$ cat src/rtl/sar_seq_pkg.sv
package sar_seq_pkg;
  typedef enum logic [2:0] {
    ST_IDLE  = 3'd0,
    ST_CFG   = 3'd1,
    ST_ACQ   = 3'd2,
    ST_SHIFT = 3'd3,
    ST_CAL   = 3'd4,
    ST_SLEEP = 3'd5
  } seq_state_t;

  typedef enum logic [1:0] {
    MODE_SHORT     = 2'b00,
    MODE_CAL       = 2'b01,
    MODE_CONV_DOWN = 2'b10,
    MODE_LONG      = 2'b11
  } seq_mode_t;
endpackage

$ cat src/rtl/sar_seq_cal_timer.sv
module sar_seq_cal_timer #(
  parameter int CAL_CYCLES = 80000
) (
  input  logic clk,
  input  logic rst_n,
  input  logic run,
  output logic done
);
  localparam int CAL_W = $clog2(CAL_CYCLES + 1);
  localparam logic [CAL_W-1:0] CAL_LAST = CAL_W'(CAL_CYCLES - 1);

  logic [CAL_W-1:0] cnt;

  always_ff @(posedge clk or negedge rst_n) begin
    if (!rst_n)      cnt <= '0;
    else if (!run)   cnt <= '0;
    else if (!done)  cnt <= cnt + 1'b1;
  end

  assign done = run && (cnt == CAL_LAST);

  p_cal_bounded_r6: assert property (@(posedge clk) disable iff (!rst_n)
    cnt <= CAL_LAST);
endmodule

$ cat src/rtl/sar_seq_shifter.sv
module sar_seq_shifter #(
  parameter int DATA_W = 16
) (
  input  logic              clk,
  input  logic              rst_n,
  input  logic              load,
  input  logic [DATA_W-1:0] data,
  input  logic              active,
  output logic              sdo_bit
);
  logic [DATA_W-1:0] sreg;

  always_ff @(posedge clk or negedge rst_n) begin
    if (!rst_n)       sreg <= '0;
    else if (load)    sreg <= data;
    else if (active)  sreg <= {sreg[DATA_W-2:0], 1'b0};
  end

  assign sdo_bit = active ? sreg[DATA_W-1] : 1'b0;

  p_load_msb_r4: assert property (@(posedge clk) disable iff (!rst_n)
    load |=> (!active || sdo_bit == $past(data[DATA_W-1])));
endmodule

$ cat src/rtl/sar_seq_ctrl.sv
module sar_seq_ctrl
  import sar_seq_pkg::*;
#(
  parameter int ACQ_SHORT = 5,
  parameter int ACQ_LONG  = 13,
  parameter int DATA_W    = 16
) (
  input  logic clk,
  input  logic rst_n,
  input  logic shdn_n,
  input  logic cs_n,
  input  logic sdi,
  input  logic smp_valid,
  input  logic cal_done,
  output logic cal_run,
  output logic shift_en,
  output logic smp_ready,
  output logic busy,
  output logic asleep
);
  localparam int CNT_MAX = (ACQ_LONG > DATA_W) ? ACQ_LONG : DATA_W;
  localparam int CNT_W   = $clog2(CNT_MAX + 1);
  localparam logic [CNT_W-1:0] SHORT_LAST = CNT_W'(ACQ_SHORT - 1);
  localparam logic [CNT_W-1:0] LONG_LAST  = CNT_W'(ACQ_LONG - 1);
  localparam logic [CNT_W-1:0] SHIFT_LAST = CNT_W'(DATA_W - 1);

  seq_state_t       state;
  logic [CNT_W-1:0] cnt;
  logic             hi_bit;
  logic             acq_long;
  logic             cur_long;
  logic             sleep_after;
  logic             start;
  logic [CNT_W-1:0] acq_last;

  assign start    = !cs_n && sdi;
  assign acq_last = cur_long ? LONG_LAST : SHORT_LAST;

  always_ff @(posedge clk or negedge rst_n) begin
    if (!rst_n) begin
      state       <= ST_IDLE;
      cnt         <= '0;
      hi_bit      <= 1'b0;
      acq_long    <= 1'b0;
      cur_long    <= 1'b0;
      sleep_after <= 1'b0;
    end else if (!shdn_n) begin
      state <= ST_SLEEP;
      cnt   <= '0;
    end else begin
      unique case (state)
        ST_IDLE, ST_SLEEP: begin
          if (start) begin
            state <= ST_CFG;
            cnt   <= '0;
          end
        end
        ST_CFG: begin
          if (cs_n) begin
            state <= ST_IDLE;
          end else if (cnt == '0) begin
            hi_bit <= sdi;
            cnt    <= CNT_W'(1);
          end else begin
            cnt <= '0;
            unique case (seq_mode_t'({hi_bit, sdi}))
              MODE_SHORT: begin
                acq_long    <= 1'b0;
                cur_long    <= 1'b0;
                sleep_after <= 1'b0;
                state       <= ST_ACQ;
              end
              MODE_LONG: begin
                acq_long    <= 1'b1;
                cur_long    <= 1'b1;
                sleep_after <= 1'b0;
                state       <= ST_ACQ;
              end
              MODE_CONV_DOWN: begin
                cur_long    <= acq_long;
                sleep_after <= 1'b1;
                state       <= ST_ACQ;
              end
              MODE_CAL: state <= ST_CAL;
              default:  state <= ST_IDLE;
            endcase
          end
        end
        ST_ACQ: begin
          if (cs_n) begin
            state <= ST_IDLE;
          end else if (cnt == acq_last) begin
            if (smp_valid) begin
              state <= ST_SHIFT;
              cnt   <= '0;
            end
          end else begin
            cnt <= cnt + 1'b1;
          end
        end
        ST_SHIFT: begin
          if (cs_n) begin
            state <= ST_IDLE;
          end else if (cnt == SHIFT_LAST) begin
            state <= sleep_after ? ST_SLEEP : ST_IDLE;
            cnt   <= '0;
          end else begin
            cnt <= cnt + 1'b1;
          end
        end
        ST_CAL: begin
          if (start) begin
            state <= ST_CFG;
            cnt   <= '0;
          end else if (cal_done) begin
            state <= ST_IDLE;
          end
        end
        default: state <= ST_IDLE;
      endcase
    end
  end

  assign cal_run   = (state == ST_CAL);
  assign shift_en  = (state == ST_SHIFT);
  assign smp_ready = (state == ST_ACQ) && (cnt == acq_last);
  assign asleep    = (state == ST_SLEEP);
  assign busy      = (state != ST_IDLE) && (state != ST_SLEEP);

  p_shdn_forces_sleep_r8: assert property (@(posedge clk) disable iff (!rst_n)
    !shdn_n |=> (state == ST_SLEEP));

  p_sleep_holds_r10: assert property (@(posedge clk) disable iff (!rst_n)
    (state == ST_SLEEP && !(shdn_n && start)) |=> (state == ST_SLEEP));

  p_ready_waits_r5: assert property (@(posedge clk) disable iff (!rst_n)
    (smp_ready && !smp_valid && shdn_n && !cs_n) |=> smp_ready);

  p_acq_kept_r9: assert property (@(posedge clk) disable iff (!rst_n)
    (state != ST_CFG) |=> $stable(acq_long));

  p_cs_abort_r11: assert property (@(posedge clk) disable iff (!rst_n)
    (cs_n && shdn_n && (state == ST_CFG || state == ST_ACQ || state == ST_SHIFT))
    |=> (state == ST_IDLE));
endmodule

$ cat src/rtl/sar_mode_sequencer.sv
module sar_mode_sequencer #(
  parameter int DATA_W     = 16,
  parameter int ACQ_SHORT  = 5,
  parameter int ACQ_LONG   = 13,
  parameter int CAL_CYCLES = 80000
) (
  input  logic              clk,
  input  logic              rst_n,
  input  logic              shdn_n,
  input  logic              cs_n,
  input  logic              sdi,
  output logic              sdo,
  output logic              sdo_oe,
  input  logic              smp_valid,
  input  logic [DATA_W-1:0] smp_data,
  output logic              smp_ready,
  output logic              busy,
  output logic              asleep
);
  logic cal_run, cal_done, shift_en, take;

  sar_seq_ctrl #(
    .ACQ_SHORT(ACQ_SHORT), .ACQ_LONG(ACQ_LONG), .DATA_W(DATA_W)
  ) u_ctrl (
    .clk(clk), .rst_n(rst_n), .shdn_n(shdn_n), .cs_n(cs_n), .sdi(sdi),
    .smp_valid(smp_valid), .cal_done(cal_done), .cal_run(cal_run),
    .shift_en(shift_en), .smp_ready(smp_ready), .busy(busy), .asleep(asleep)
  );

  sar_seq_cal_timer #(.CAL_CYCLES(CAL_CYCLES)) u_cal (
    .clk(clk), .rst_n(rst_n), .run(cal_run), .done(cal_done)
  );

  assign take = smp_valid && smp_ready;

  sar_seq_shifter #(.DATA_W(DATA_W)) u_shift (
    .clk(clk), .rst_n(rst_n), .load(take), .data(smp_data),
    .active(shift_en), .sdo_bit(sdo)
  );

  assign sdo_oe = !cs_n;
endmodule

$ cat config.mk
export PLATFORM = sky130hd
export DESIGN_NAME = sar_mode_sequencer
export DESIGN_NICKNAME = d
export VERILOG_FILES = /design/src/rtl/sar_seq_pkg.sv /design/src/rtl/sar_seq_cal_timer.sv /design/src/rtl/sar_seq_shifter.sv /design/src/rtl/sar_seq_ctrl.sv /design/src/rtl/sar_mode_sequencer.sv
export SDC_FILE = /design/constraint.sdc
export NUM_CORES = 1
export LEC_CHECK = 0
export ABC_AREA = 0
export BUFFER_PORTS_ARGS = -buffer_cell sky130_fd_sc_hd__buf_2
export CAP_MARGIN = 10
export CORE_ASPECT_RATIO = 1.4
export CORE_MARGIN = 2
export CORE_UTILIZATION = 55
export DETAILED_ROUTE_END_ITERATION = 10
export PLACE_DENSITY = 0.75
export SLEW_MARGIN = 20
export SYNTH_ARGS = -nofsm -noshare
export SYNTH_HDL_FRONTEND = slang
export SYNTH_HIERARCHICAL = 1
export SYNTH_SLANG_ARGS = --single-unit
$ cat constraint.sdc
create_clock -name clk -period 3.6 [get_ports clk]
set_input_delay 0.72 -clock clk [delete_from_list [all_inputs] [get_ports clk]]
set_output_delay 0.72 -clock clk [all_outputs]
set_load 0.1 [all_outputs]
## Word-level counts from Yosys, hierarchy flattened

Cells that the tools add are included.

- Register bits after elaboration: 45
- Bits of input ports: 22
- Output and inout bits: 5
- Logic and storage cells: 94

- Add/sub/neg operators: 2
- Equality and inequality tests: 25
- Multiplexer cells: 33
- Bitwise logic cells: 2
- Reductions and logical operators: 24

Operators by type and width:

| kind | number |
|---|---|
| $mux 5 | 8 |
| $mux 3 | 12 |
| $mux 17 | 2 |
| $mux 16 | 2 |
| $ne 4x4->1 const B | 5 |
| $pmux 5 s4 | 1 |
| $add 17x1->17 const B | 1 |
| $eq 17x17->1 const B | 1 |
| $pmux 3 s5 | 1 |
| $reduce_and 5->1 | 3 |
| $ne 3x3->1 const B | 4 |
| $reduce_and 6->1 | 2 |
| $eq 3x2->1 const B | 2 |
| $eq 3x3->1 const B | 2 |
| $ne 3x2->1 const B | 2 |
| $pmux 3 s2 | 1 |
| $reduce_bool 2->1 | 3 |
| $reduce_bool 3->1 | 2 |
| $reduce_or 3->1 | 2 |
| $add 5x1->5 const B | 1 |
| $eq 5x4->1 const B | 1 |
| $eq 5x5->1 | 1 |
| $logic_and 1x1->1 | 5 |
| $logic_not 5->1 | 1 |
| other kinds (16) | 21 |

## Longest topological paths before layout

Gate-level depths: netlist of run 1.

- Depth in word-level cells: 7
- Depth in mapped cells: 10
- Mapped depth without buffers: 9

## Hierarchy

The synthesis of run 1 kept the hierarchy.

Modules (own cells, without submodules):

| module | instances | cells each | area an instance (um^2) | sequential area each (um^2) |
|---|---|---|---|---|
| sar_seq_ctrl | 1 | 106 | 955.9 | 300.3 |
| sar_seq_cal_timer | 1 | 95 | 899.6 | 425.4 |
| sar_seq_shifter | 1 | 70 | 748.2 | 400.4 |
| sar_mode_sequencer | 1 | 2 | 10.0 | 0.0 |

## Worst setup path after synthesis of run 1

Ideal clock, no wire load.

- Path kind: reg-to-output
- Start: register u_ctrl.state[0]
- End: output asleep
- Arrival time: 2.649 ns
- Required time: 2.880 ns
- Slack: 0.231 ns
- Stages on the path, launching flop included: 4
- Buffers on the path: 1
- Path through: dfrtp_1 > buf_2 > inv_1 > nor3_1

- Cells in the longest elaborated chain, start to end: 1

RTL lines:

| element | line | RTL |
|---|---|---|
| start: declaration | sar_seq_ctrl.sv:27 | `seq_state_t state;` |
| start signal: assignment | sar_seq_ctrl.sv:105 | `state <= sleep_after ? ST_SLEEP : ST_IDLE;` |
| $eq 3x3->1 | sar_seq_ctrl.sv:127 | `assign asleep = (state == ST_SLEEP);` |
| end: declaration | sar_mode_sequencer.sv:18 | `output logic asleep` |

Every way passes these cells.

## Worst setup path after layout of run 1

- Start: register u_ctrl.state[1]
- End: output sdo

- Cells in the longest elaborated chain, start to end: 2

RTL lines:

| element | line | RTL |
|---|---|---|
| $eq 3x2->1 | sar_seq_ctrl.sv:125 | `assign shift_en = (state == ST_SHIFT);` |
| named net shift_en | sar_mode_sequencer.sv:20 | `logic cal_run, cal_done, shift_en, take;` |
| $mux 1 | sar_seq_shifter.sv:19 | `assign sdo_bit = active ? sreg[DATA_W-1] : 1'b0;` |
| end: declaration | sar_mode_sequencer.sv:12 | `output logic sdo,` |

The timed path passes the listed nets, and every way through them passes these cells.

==> results of run 1 <==
## area by class of cell
| class | instances | area [um2] |
|---|---|---|
| Multi-Input combinational cell | 205 | 1370 |
| Inverter | 12 | 45.0 |
| Sequential cell | 45 | 1130 |
| Tap cell | 62 | 77.6 |
| Clock inverter | 2 | 37.5 |
| Timing Repair Buffer | 28 | 148 |
| Fill cell | 432 | 1680 |
| Clock buffer | 6 | 82.6 |
## metal layers
metal	track usage	vias up	wire (um)
met1	0.252	1009	2190
met5	0	-	0
met2	0.364	35	2660
li1	-	1013	-
met4	0.0970	0	160
met3	0.0407	11	154
## worst paths after layout
path / from / end / cells after the start
min: rst_n / u_cal/cnt[15]$_DFFE_PN0P_ / 1
max reg2reg: u_ctrl/state[2]$_DFFE_PN0P_ / u_ctrl/state[0]$_DFFE_PN0P_ / 9
max in group asynchronous: rst_n / u_ctrl/cnt[4]$_DFFE_PN0P_ / 1
max: u_ctrl/state[1]$_DFFE_PN0P_ / sdo / 5
min reg2reg: u_ctrl/acq_long$_DFFE_PN0P_ / u_ctrl/acq_long$_DFFE_PN0P_ / 1
min in group clk: u_ctrl/acq_long$_DFFE_PN0P_ / u_ctrl/acq_long$_DFFE_PN0P_ / 1
## logic make-up after synthesis
group	after synthesis	share of synthesized area
mux	24	0.0953
fa+ha+maj	9	0.0431
xor+xnor	9	0.0302
buf+inv	23	0.0455
flops	45	0.431
simple gates	115	0.240
compound gates	48	0.115
## worst max-delay path, cell delays in order, from the launching register on
cell and delay (ns):
dfrtp_1 0.56, nand2b_1 0.18, nor2_2 0.12, buf_4 0.27
and2_2 0.19, buf_2 0.41
## registers in the layout (all words and copies together), names as in the netlist
name / count
u_ctrl/cnt: 5
u_cal/cnt: 17
u_ctrl/acq_long: 1
u_ctrl/state: 3
u_ctrl/cur_long: 1
u_shift/sreg: 16
u_ctrl/sleep_after: 1
u_ctrl/hi_bit: 1
## layout by cell type (no fill, tap or decap), types with 2 or more instances in the layout
master and instances:
nand2_1 30, clkbuf_8 6, nand4_1 8, a211oi_1 2, a31oi_1 6, nor2_1 21, nand3_1 11, buf_2 25
and2b_1 3, inv_1 12, nand2b_1 6, and4_4 2, nor2_2 4, nor2b_1 3, o21ai_1 9, mux2_2 3
nor4_1 4, ha_1 9, nor4b_2 2, o21ai_0 16, a21oi_1 6, mux2i_1 20, dfrtp_1 45, xnor2_1 8
buf_4 3, nor3_1 8
## power by group through the flow
stage	Combinational [mW]	Sequential, mW	Clock, mW
floorplan	0.328	0.583	0
global placement	0.392	0.604	0
detailed placement	0.396	0.607	0
CTS	0.397	0.597	0.412
global route	0.432	0.605	0.432
finish	0.393	0.598	0.399
==> summary.md, run 1 <==
| Metric | Value |
|---|---|
| Status | completed |
| Placed Instances | around 350 |
| Port Buf Inserts | 26 |
| Total wire length | around 5.2 mm |
| Tcrit/Tclk final | 0.766 |
| Worst-Skew Late Latency | ~0.3 ns |
| # nets final | 328 |
| Synth warnings | 6 |
| Power Density | 481 nW/um2 |
| CTS H-tree lvls | 2 |
| Design Area, Final | ~2900 um2 |
| Hold buffer count at cts | 0 |
| Sink Count | between 40 and 50 |
| HP Class | in -> async |
| Finished Layout Cells | 360 |
| Slew HR | 0.372 |
| Post-synth EDFFs | 0 |
| Post-Route Setup TNS | 0 ns |
| Largest net degree at the start of global routing | 46 |
| Die area | about 5300 um2 |
| DRC | 0 |
| DR WL/cell | approximately 14 um |
| Core area | between 4000 and 5000 um2 |
| Part of the power in registers | 0.430 |
| DR vias | slightly above 2,000 |
| Mapped Area | approximately 2600 um2 |
| Area of placed instances | 2770 um2 |
| Final Setup Violations | 0 |
| Setup bufs post-CTS | 0 |
| Final slew viol count | 0 |
| Power Total | 1.39 mW |
| Starting density of the core | 0.572 |
| Most instantiated cells after synthesis | dfrtp_1 (45), nand2_1 (30), nor2_1 (22) |
| Row count | 29 |
| P_int | 899 uW |
| Setup CP Type | reg -> out |
| Dominant synthesized flop cell | dfrtp_1 |
| Hpwl dp | roughly 3.7 mm |
| Post-synthesis sequential area ratio | 0.431 |
| Synth Register Bits | 45 |
| Pleak | between 1 and 1.5 nW |
| DIE HEIGHT | roughly 86 um |
| Reg clk slew, reported paths | roughly 0.080 ns |
| Vias in the first global route | 1,993 |
| First-pass GRT wire length | between 8 and 9 mm |
| Switching power | 491 uW |
| Ys async rst share | 1.00 |
| GR Overflow Total | 0 |
| Area contributors post-synth | dfrtp_1 (43%), mux2i_1 (7.7%), ha_1 (4.3%) |
| Mapped Avg Cell Area | between 9 and 10 um2 |
| Layout cell share with drive strength beyond 1 | 0.185 |
| WHS | 0.409 ns |
| Tmin final | about 2.8 ns |
| Max Cap Viol | 0 |
| Syn Nets | between 300 and 400 |
| Drt via density | about 5.7 |
| Final Core Density | 0.632 |
| Final Worst Setup Slack | ~0.84 ns |
| Worst vdd ir | slightly above 0.4 mV |
| DP Worst Slack | around 1.2 ns |
| Area delta synth->final | 10.5% |
| Mapped Cells | roughly 270 |
| # resized after CTS | 0 |
| Number of I/O pins | 27 |
| Yosys cell types | 53 |
| Root Driver | clkbuf_8 |
| ANT cells | 0 |
| Worst Skew | approximately 0.0052 ns |
| Worst-Margin Slew | approximately 0.94 ns |
| Yosys top cell by area | dfrtp_1 |
| RD Place Congestion | 0.904 |
| Bufs on Longest Clock Path | 2 |
| Initial antenna violation count | 0 |
| Total Routing Usage GR | 0.209 |
| 1st-pass router iterations | 4 |
| Max Fclk | 0.363 GHz |
| Final Hold Vio Count | 0 |
| Share of the synthesized area in the top cell type | 0.431 |
| Iteration-0 DRC Markers | 97 |
| Die Wd | 62.3 um |
| Critical Path AT | a little over 2 ns |
| Most frequent cell after synthesis | dfrtp_1 |
| Num CTS Buffers | 5 |
| Critical path required time | between 2 and 3 ns |
| RSZ-0062 raised after global routing | false |
| Comb power frac | 0.283 |
| Max FO, Critical Path | 17 |
| Switching portion of total power | 0.353 |
| Setup crit end kind | output port |
| Worst reg2reg setup slack | roughly 1.1 ns |
| Post-route ant nets | 0 |
| Clock network fraction of design power | 0.287 |
| TritonCTS clock tree | built |
| Critical Path Source Type | flop |
(Power assumes the default switching activity.)
==> run 2, diff against run 1 <==
--- a/config.mk
+++ b/config.mk
@@ -10,9 +10,9 @@
 export CAP_MARGIN = 10
 export CORE_ASPECT_RATIO = 1.4
 export CORE_MARGIN = 2
-export CORE_UTILIZATION = 55
+export CORE_UTILIZATION = 53
 export DETAILED_ROUTE_END_ITERATION = 10
-export PLACE_DENSITY = 0.75
+export PLACE_DENSITY = 0.76
 export SLEW_MARGIN = 20
 export SYNTH_ARGS = -nofsm -noshare
 export SYNTH_HDL_FRONTEND = slang
==> constraint.sdc (replaced) <==
create_clock -name clk -period 2.2 [get_ports clk]
set_input_delay 0.44 -clock clk [delete_from_list [all_inputs] [get_ports clk]]
set_output_delay 0.44 -clock clk [all_outputs]
set_load 0.1 [all_outputs]
==> run 2 against run 1 <==
Against the previous run:
- cell area increased by 3.5%
- critical path type unchanged
- first-iteration DRC count decreased by 31%
- cell count increased by 3.1%
- global-route usage decreased by 0.94 points
- clock skew increased by 0.0046 ns
- routed wire length decreased by 2.6%
- largest power group unchanged
- die area increased by 3.6%
- largest cell class unchanged
- flip-flop and latch count unchanged
==> summary.md, run 2 (synthesis gave the netlist of run 1 again) <==
| Metric | Value |
|---|---|
| Core area | around 4800 um2 |
| Max FO, Critical Path | 9 |
| Pleak | around 1.2 nW |
| Slew HR | 0.619 |
| WHS | 0.203 ns |
| CTS H-tree lvls | 2 |
| FF+latch area | around 1100 um2 |
| 1st-pass router iterations | 4 |
| DRC | 0 |
| Area taken by multi-input logic gates | around 1400 um2 |
| Commonest non-fill, non-tap cell in the layout | dfrtp_1 |
| Die area | roughly 5500 um2 |
| Status | completed |
| RSZ-0062 raised after global routing | false |
| DIE HEIGHT | 87.1 um |
| Setup CP Type | reg -> out |
| Finished Layout Cells | around 370 |
| Largest net degree at the start of global routing | 46 |
| Root Driver | clkbuf_8 |
| Critical Path AT | roughly 1.7 ns |
| Final slew viol count | 0 |
| Bufs on Longest Clock Path | 2 |
| Drt via density | around 5.5 |
| Iteration-0 DRC Markers | 67 |
| Filler cells | between 400 and 500 |
| RD Place Congestion | approximately 0.83 |
| Reg clk slew, reported paths | roughly 0.090 ns |
| Initial antenna violation count | 0 |
| Biggest regs | u_cal/cnt x17, u_shift/sreg x16, u_ctrl/cnt x5 |
| DR vias | about 2,100 |
| Tcrit/Tclk final | 0.951 |
| Power Density | 740 nW/um2 |
| Worst-Margin Slew | 0.571 ns |
| Most frequent cells in the layout | dfrtp_1 (45), nand2_1 (30), buf_2 (24), nor2_1 (21), mux2i_1 (20) |
| Power Total | ~2.2 mW |
| Area of placed instances | roughly 2900 um2 |
| Critical path required time | about 1.8 ns |
| Hold buffer count at cts | 0 |
| Port Buf Inserts | 26 |
| Setup crit end kind | output port |
| Total wire length | 5.04 mm |
| Final Setup Violations | 0 |
| Starting density of the core | 0.544 |
| Layout cell share with drive strength beyond 1 | 0.225 |
| Placed Instances | 361 |
| Area delta synth->final | 14.3% |
| Final Hold Vio Count | 0 |
| Worst Skew | between 0.009 and 0.01 ns |
| First-pass GRT wire length | 8.69 mm |
| GR Overflow Total | 0 |
| Number of I/O pins | 27 |
| Num CTS Buffers | 5 |
| Design Area, Final | 2990 um2 |
| Worst vdd ir | 0.607 mV |
| Max Fclk | about 0.48 GHz |
| Die Wd | roughly 63 um |
| DR WL/cell | between 10 and 15 um |
| Worst-Skew Late Latency | ~0.3 ns |
| Hpwl dp | about 3.6 mm |
| TritonCTS clock tree | built |
| # nets final | between 300 and 400 |
| Post-route ant nets | 0 |
| Total Routing Usage GR | 0.200 |
| Most flops, register | u_cal/cnt |
| HP Class | in -> async |
| Critical Path Source Type | flop |
| Largest register FFs | 17 |
| Tmin final | 2.09 ns |
| Max Cap Viol | 0 |
| ANT cells | 0 |
| Sink Count | 45 |
| Row count | 30 |
| Vias in the first global route | 1,965 |
[run 2: cell count changes in the layout (fill, tap and decap cells not counted), sizes merged]
cell | before | now
buf | 28 | 37
bufinv | 1 | 0
clkinv | 0 | 2
clkinvlp | 1 | 0
[run 2: area by class of cell]
type | count | area share
Clock inverter | 2 | 0.00461
Tap cell | 64 | 0.0268
Sequential cell | 45 | 0.377
Inverter | 12 | 0.0151
Timing Repair Buffer | 37 | 0.0812
Multi-Input combinational cell | 205 | 0.468
Clock buffer | 6 | 0.0276
[run 2: layer usage]
metal	wire (um)	vias up	global-route usage	share of wire
li1	-	1029	-	-
met1	2170	969	0.234	0.43
met2	2560	50	0.353	0.51
met3	198	11	0.0401	0.039
met4	112	0	0.0889	0.022
met5	0	-	0	0
[run 2: path summary, 6_finish.rpt]
kind | start | end | depth (start not counted) | slack, ns
max | u_ctrl/state[0]$_DFFE_PN0P_ | busy | 4 | 0.11
min | rst_n | u_cal/cnt[2]$_DFFE_PN0P_ | 2 | 0.20
max reg2reg | u_cal/cnt[0]$_DFFE_PN0P_ | u_ctrl/state[2]$_DFFE_PN0P_ | 8 | 0.14
min reg2reg | u_ctrl/sleep_after$_DFFE_PN0P_ | u_ctrl/sleep_after$_DFFE_PN0P_ | 1 | 0.52
max in group asynchronous | rst_n | u_cal/cnt[9]$_DFFE_PN0P_ | 2 | 1.60
min in group clk | smp_data[15] | u_shift/sreg[15]$_DFFE_PN0P_ | 3 | 0.35
[run 2: per-stage QoR]
| step | TNS (ns) | setup WS (ns) | util |
|---|---|---|---|
| 2_1_floorplan | -0.0251 | -0.0251 | - |
| 6_report | 0 | 0.109 | 0.622 |
| 3_3_place_gp | 0 | 0.169 | 0.595 |
| 3_5_place_dp | 0 | 0.0691 | 0.595 |
| 5_1_grt | 0 | 0.00853 | 0.622 |
| 4_1_cts | 0 | 0.00699 | 0.617 |
[run 2: report_power, final]
| part | internal (mW) | switching [mW] |
|---|---|---|
| registers | 0.895 | 0.0498 |
| logic | 0.247 | 0.476 |
| clock network | 0.255 | 0.288 |
[run 2: what timing repair did]
action | CTS | global route
buffers inserted | 1 | 1
endpoints found under the setup margin | 1 | 5
resized for setup | 0 | 5
pin swaps | 1 | 1
[run 2: critical path, cell delays in order, from the launching register on]
cell	delay, ns
dfrtp_1	0.38
buf_4	0.17
and2b_1	0.18
or3_1	0.32
buf_2	0.30
==> run 3, diff against run 2 <==
--- a/config.mk
+++ b/config.mk
@@ -6,13 +6,15 @@
 export NUM_CORES = 1
 export LEC_CHECK = 0
 export ABC_AREA = 0
-export BUFFER_PORTS_ARGS = -buffer_cell sky130_fd_sc_hd__buf_2
+export BUFFER_PORTS_ARGS = -buffer_cell sky130_fd_sc_hd__buf_4
 export CAP_MARGIN = 10
+export CELL_PAD_IN_SITES_DETAIL_PLACEMENT = 1
+export CELL_PAD_IN_SITES_GLOBAL_PLACEMENT = 1
 export CORE_ASPECT_RATIO = 1.4
 export CORE_MARGIN = 2
-export CORE_UTILIZATION = 53
+export CORE_UTILIZATION = 41
 export DETAILED_ROUTE_END_ITERATION = 10
-export PLACE_DENSITY = 0.76
+export PLACE_DENSITY_LB_ADDON = 0.1
 export SLEW_MARGIN = 20
 export SYNTH_ARGS = -nofsm -noshare
 export SYNTH_HDL_FRONTEND = slang
==> run 3 against run 2 <==
Against the previous run:
- non-clock buffer count stayed put
- maximum frequency is 1.5% higher
- worst setup slack better by 0.032 ns
- critical endpoint is now smp_ready
- register-to-register slack better by 0.05 ns
- worst hold slack worse by 0.060 ns
- sequential power hardly changed
- clock skew is 0.0031 ns lower
- critical path type unchanged
- count of clock-buffer cells in the layout is 1 lower
- critical path depth is 2 higher
==> summary.md, run 3 (synthesis gave the netlist of run 1 again) <==
| Metric | Value |
|---|---|
| Status | completed |
| Vias in the first global route | ~2,300 |
| Most frequent cells in the layout | dfrtp_1 (45), buf_4 (34), nand2_1 (30), nor2_1 (21), mux2i_1 (20) |
| Final Worst Setup Slack | about 0.14 ns |
| Worst path max stage delay | approximately 0.41 ns |
| Reg clk slew, reported paths | 0.09 ns |
| Initial antenna violation count | 0 |
| Area delta synth->final | 18.3% |
| DR WL/cell | approximately 16 um |
| Worst r2r dst | u_ctrl/state[2]$_DFFE_PN0P_ |
| Max Fclk | 0.485 GHz |
| Iteration-0 DRC Markers | 71 |
| Clock network fraction of design power | 0.267 |
| Hpwl dp | 4.33 mm |
| Area taken by multi-input logic gates | 1410 um2 |
| Drt via density | 5.53 |
| Largest register FFs | 17 |
| Critical path required time | around 1.8 ns |
| Most flops, register | u_cal/cnt |
| Post-Route Setup TNS | 0 ns |
| Row count | 34 |
| Critical Path Source Type | flop |
| Worst-Margin Slew | a little under 0.6 ns |
| RSZ-0062 raised after global routing | false |
| Tmin final | slightly above 2 ns |
| Die area | between 7000 and 8000 um2 |
| Worst reg2reg setup slack | about 0.19 ns |
| Critical Path AT | around 1.6 ns |
| Worst path bufs/invs | 2 |
| CP Launch Point | u_ctrl/cnt[1]$_DFFE_PN0P_ |
| Layout cell share with drive strength beyond 1 | 0.231 |
| DR vias | around 2,100 |
| Sink Count | 45 |
| Num CTS Buffers | 5 |
| Port Buf Inserts | 26 |
| DRC | 0 |
| Largest net degree at the start of global routing | 46 |
| Power Total | 2.39 mW |
| Post-route ant nets | 0 |
| Tcrit/Tclk final | 0.936 |
| Critical path's top delay family | simple AND/OR/NAND/NOR gates |
| Slowest cell on the critical path | dfrtp_1 |
| Total Routing Usage GR | 0.184 |
| Max FO, Critical Path | 3 |
| Crit-path cells | inv_2, ha_4, nor2b_4, nand4_1, nor2_4, buf_12 |
| Power Density | slightly below 800 nW/um2 |
| Worst setup path end | smp_ready |
| FF+latch area | between 1000 and 1500 um2 |
| Biggest regs | u_cal/cnt x17, u_shift/sreg x16, u_ctrl/cnt x5 |
| P_int | 1.54 mW |
| Core area | between 6000 and 7000 um2 |
| Switching portion of total power | 0.357 |
| Number of I/O pins | 27 |
| Worst-Skew Late Latency | about 0.3 ns |
| Max Cap Viol | 0 |
| Slew HR | 0.608 |
| Final Setup Violations | 0 |
| CTS H-tree lvls | 2 |
| Total wire length | approximately 6.0 mm |
| Die Wd | between 70 and 80 um |
| Switching power | 853 uW |
| Commonest non-fill, non-tap cell in the layout | dfrtp_1 |
| Pleak | 1.24 nW |
| RD Place Congestion | 0.809 |
| Hold buffer count at cts | 0 |
| ANT cells | 0 |
| Crit path depth | 6 |
| First-pass GRT wire length | 10.5 mm |
| Setup crit end kind | output port |
| Starting density of the core | 0.421 |
| WHS | 0.142 ns |
| Final slew viol count | 0 |
| Worst Skew | 0.00673 ns |
| Filler cells | ~720 |
| TritonCTS clock tree | built |
| HP Class | in -> async |
| Root Driver | clkbuf_8 |
| DIE HEIGHT | roughly 98 um |
| Final Core Density | 0.498 |
| Part of the power in registers | 0.395 |
| RR Startpoint | u_cal/cnt[0]$_DFFE_PN0P_ |
| Bufs on Longest Clock Path | 2 |
| GR Overflow Total | 0 |
| R2R depth | 8 |
| 1st-pass router iterations | 4 |
| # nets final | ~340 |
| Setup CP Type | reg -> out |
| Comb power frac | 0.338 |
| Worst vdd ir | about 0.67 mV |
| DP Worst Slack | about 0.094 ns |
| Final Hold Vio Count | 0 |
## run 3: cell types whose count changed in the layout (fill, tap and decap cells not counted)
cell / previous run / this run
clkinv_2: 1 / 0
ha_4: 0 / 1
inv_2: 1 / 2
inv_1: 11 / 10
buf_2: 24 / 0
buf_4: 11 / 34
buf_6: 0 / 1
ha_1: 8 / 7
clkbuf_8: 6 / 5
clkinvlp_4: 0 / 1
bufinv_16: 0 / 1
## run 3: metal layers
| metal | vias up | GRT usage | part of all wire |
|---|---|---|---|
| met5 | - | 0 | 0 |
| met4 | 0 | 0.0624 | 0.018 |
| met3 | 10 | 0.0256 | 0.021 |
| met2 | 27 | 0.323 | 0.53 |
| met1 | 1033 | 0.229 | 0.43 |
| li1 | 1027 | - | - |
## run 3: power by group through the flow
stage / Clock, mW / Combinational, mW / Sequential [mW]
after CTS: 0.662 / 0.778 / 0.949
final: 0.639 / 0.807 / 0.943
after global placement: 0 / 0.762 / 0.961
after global routing: 0.691 / 0.881 / 0.957
after floorplan: 0 / 0.544 / 0.954
after detailed placement: 0 / 0.774 / 0.965
## run 3: worst reg2reg max path: stages, from the launching register on
cell and delay (ns):
dfrtp_1 0.38, ha_2 0.23, and4_4 0.28, nand3_4 0.11
nor4b_2 0.27, a211o_1 0.17, o21ai_2 0.05, nor3_2 0.26
mux2i_1 0.21
## run 3: area by class of cell
class                      instances  area share
clock inverter                     3      0.0150
clock buffer                       5      0.0222
timing repair buffer              37      0.0991
sequential                        45       0.364
inverter                          12      0.0146
multi-input combinational        205       0.456
tap                               72      0.0291
## run 3: repair_timing
action | in CTS | in global routing
setup endpoints to repair | 1 | 7
pin swaps | 2 | 2
gates resized for setup | 4 | 8
gates cloned | 0 | 0
setup buffers | 1 | 2
## run 3: stage by stage
step / std cells / instance area (um2)
6_report: 379 / 3090
5_1_grt: 379 / 3090
2_1_floorplan: 273 / 2630
3_3_place_gp: 368 / 2910
4_1_cts: 377 / 3050
3_5_place_dp: 368 / 2910
## run 3: how the worst min path moves through the flow
stage                                      to  start  cells after the start  slack (ns)
global placement    u_cal/cnt[13]$_DFFE_PN0P_  rst_n                      1        0.48
floorplan            u_cal/cnt[0]$_DFFE_PN0P_  rst_n                      0        0.14
detailed placement  u_cal/cnt[13]$_DFFE_PN0P_  rst_n                      1        0.49
global route        u_cal/cnt[13]$_DFFE_PN0P_  rst_n                      1        0.20
CTS                 u_cal/cnt[13]$_DFFE_PN0P_  rst_n                      1        0.16
finish              u_cal/cnt[13]$_DFFE_PN0P_  rst_n                      1        0.14
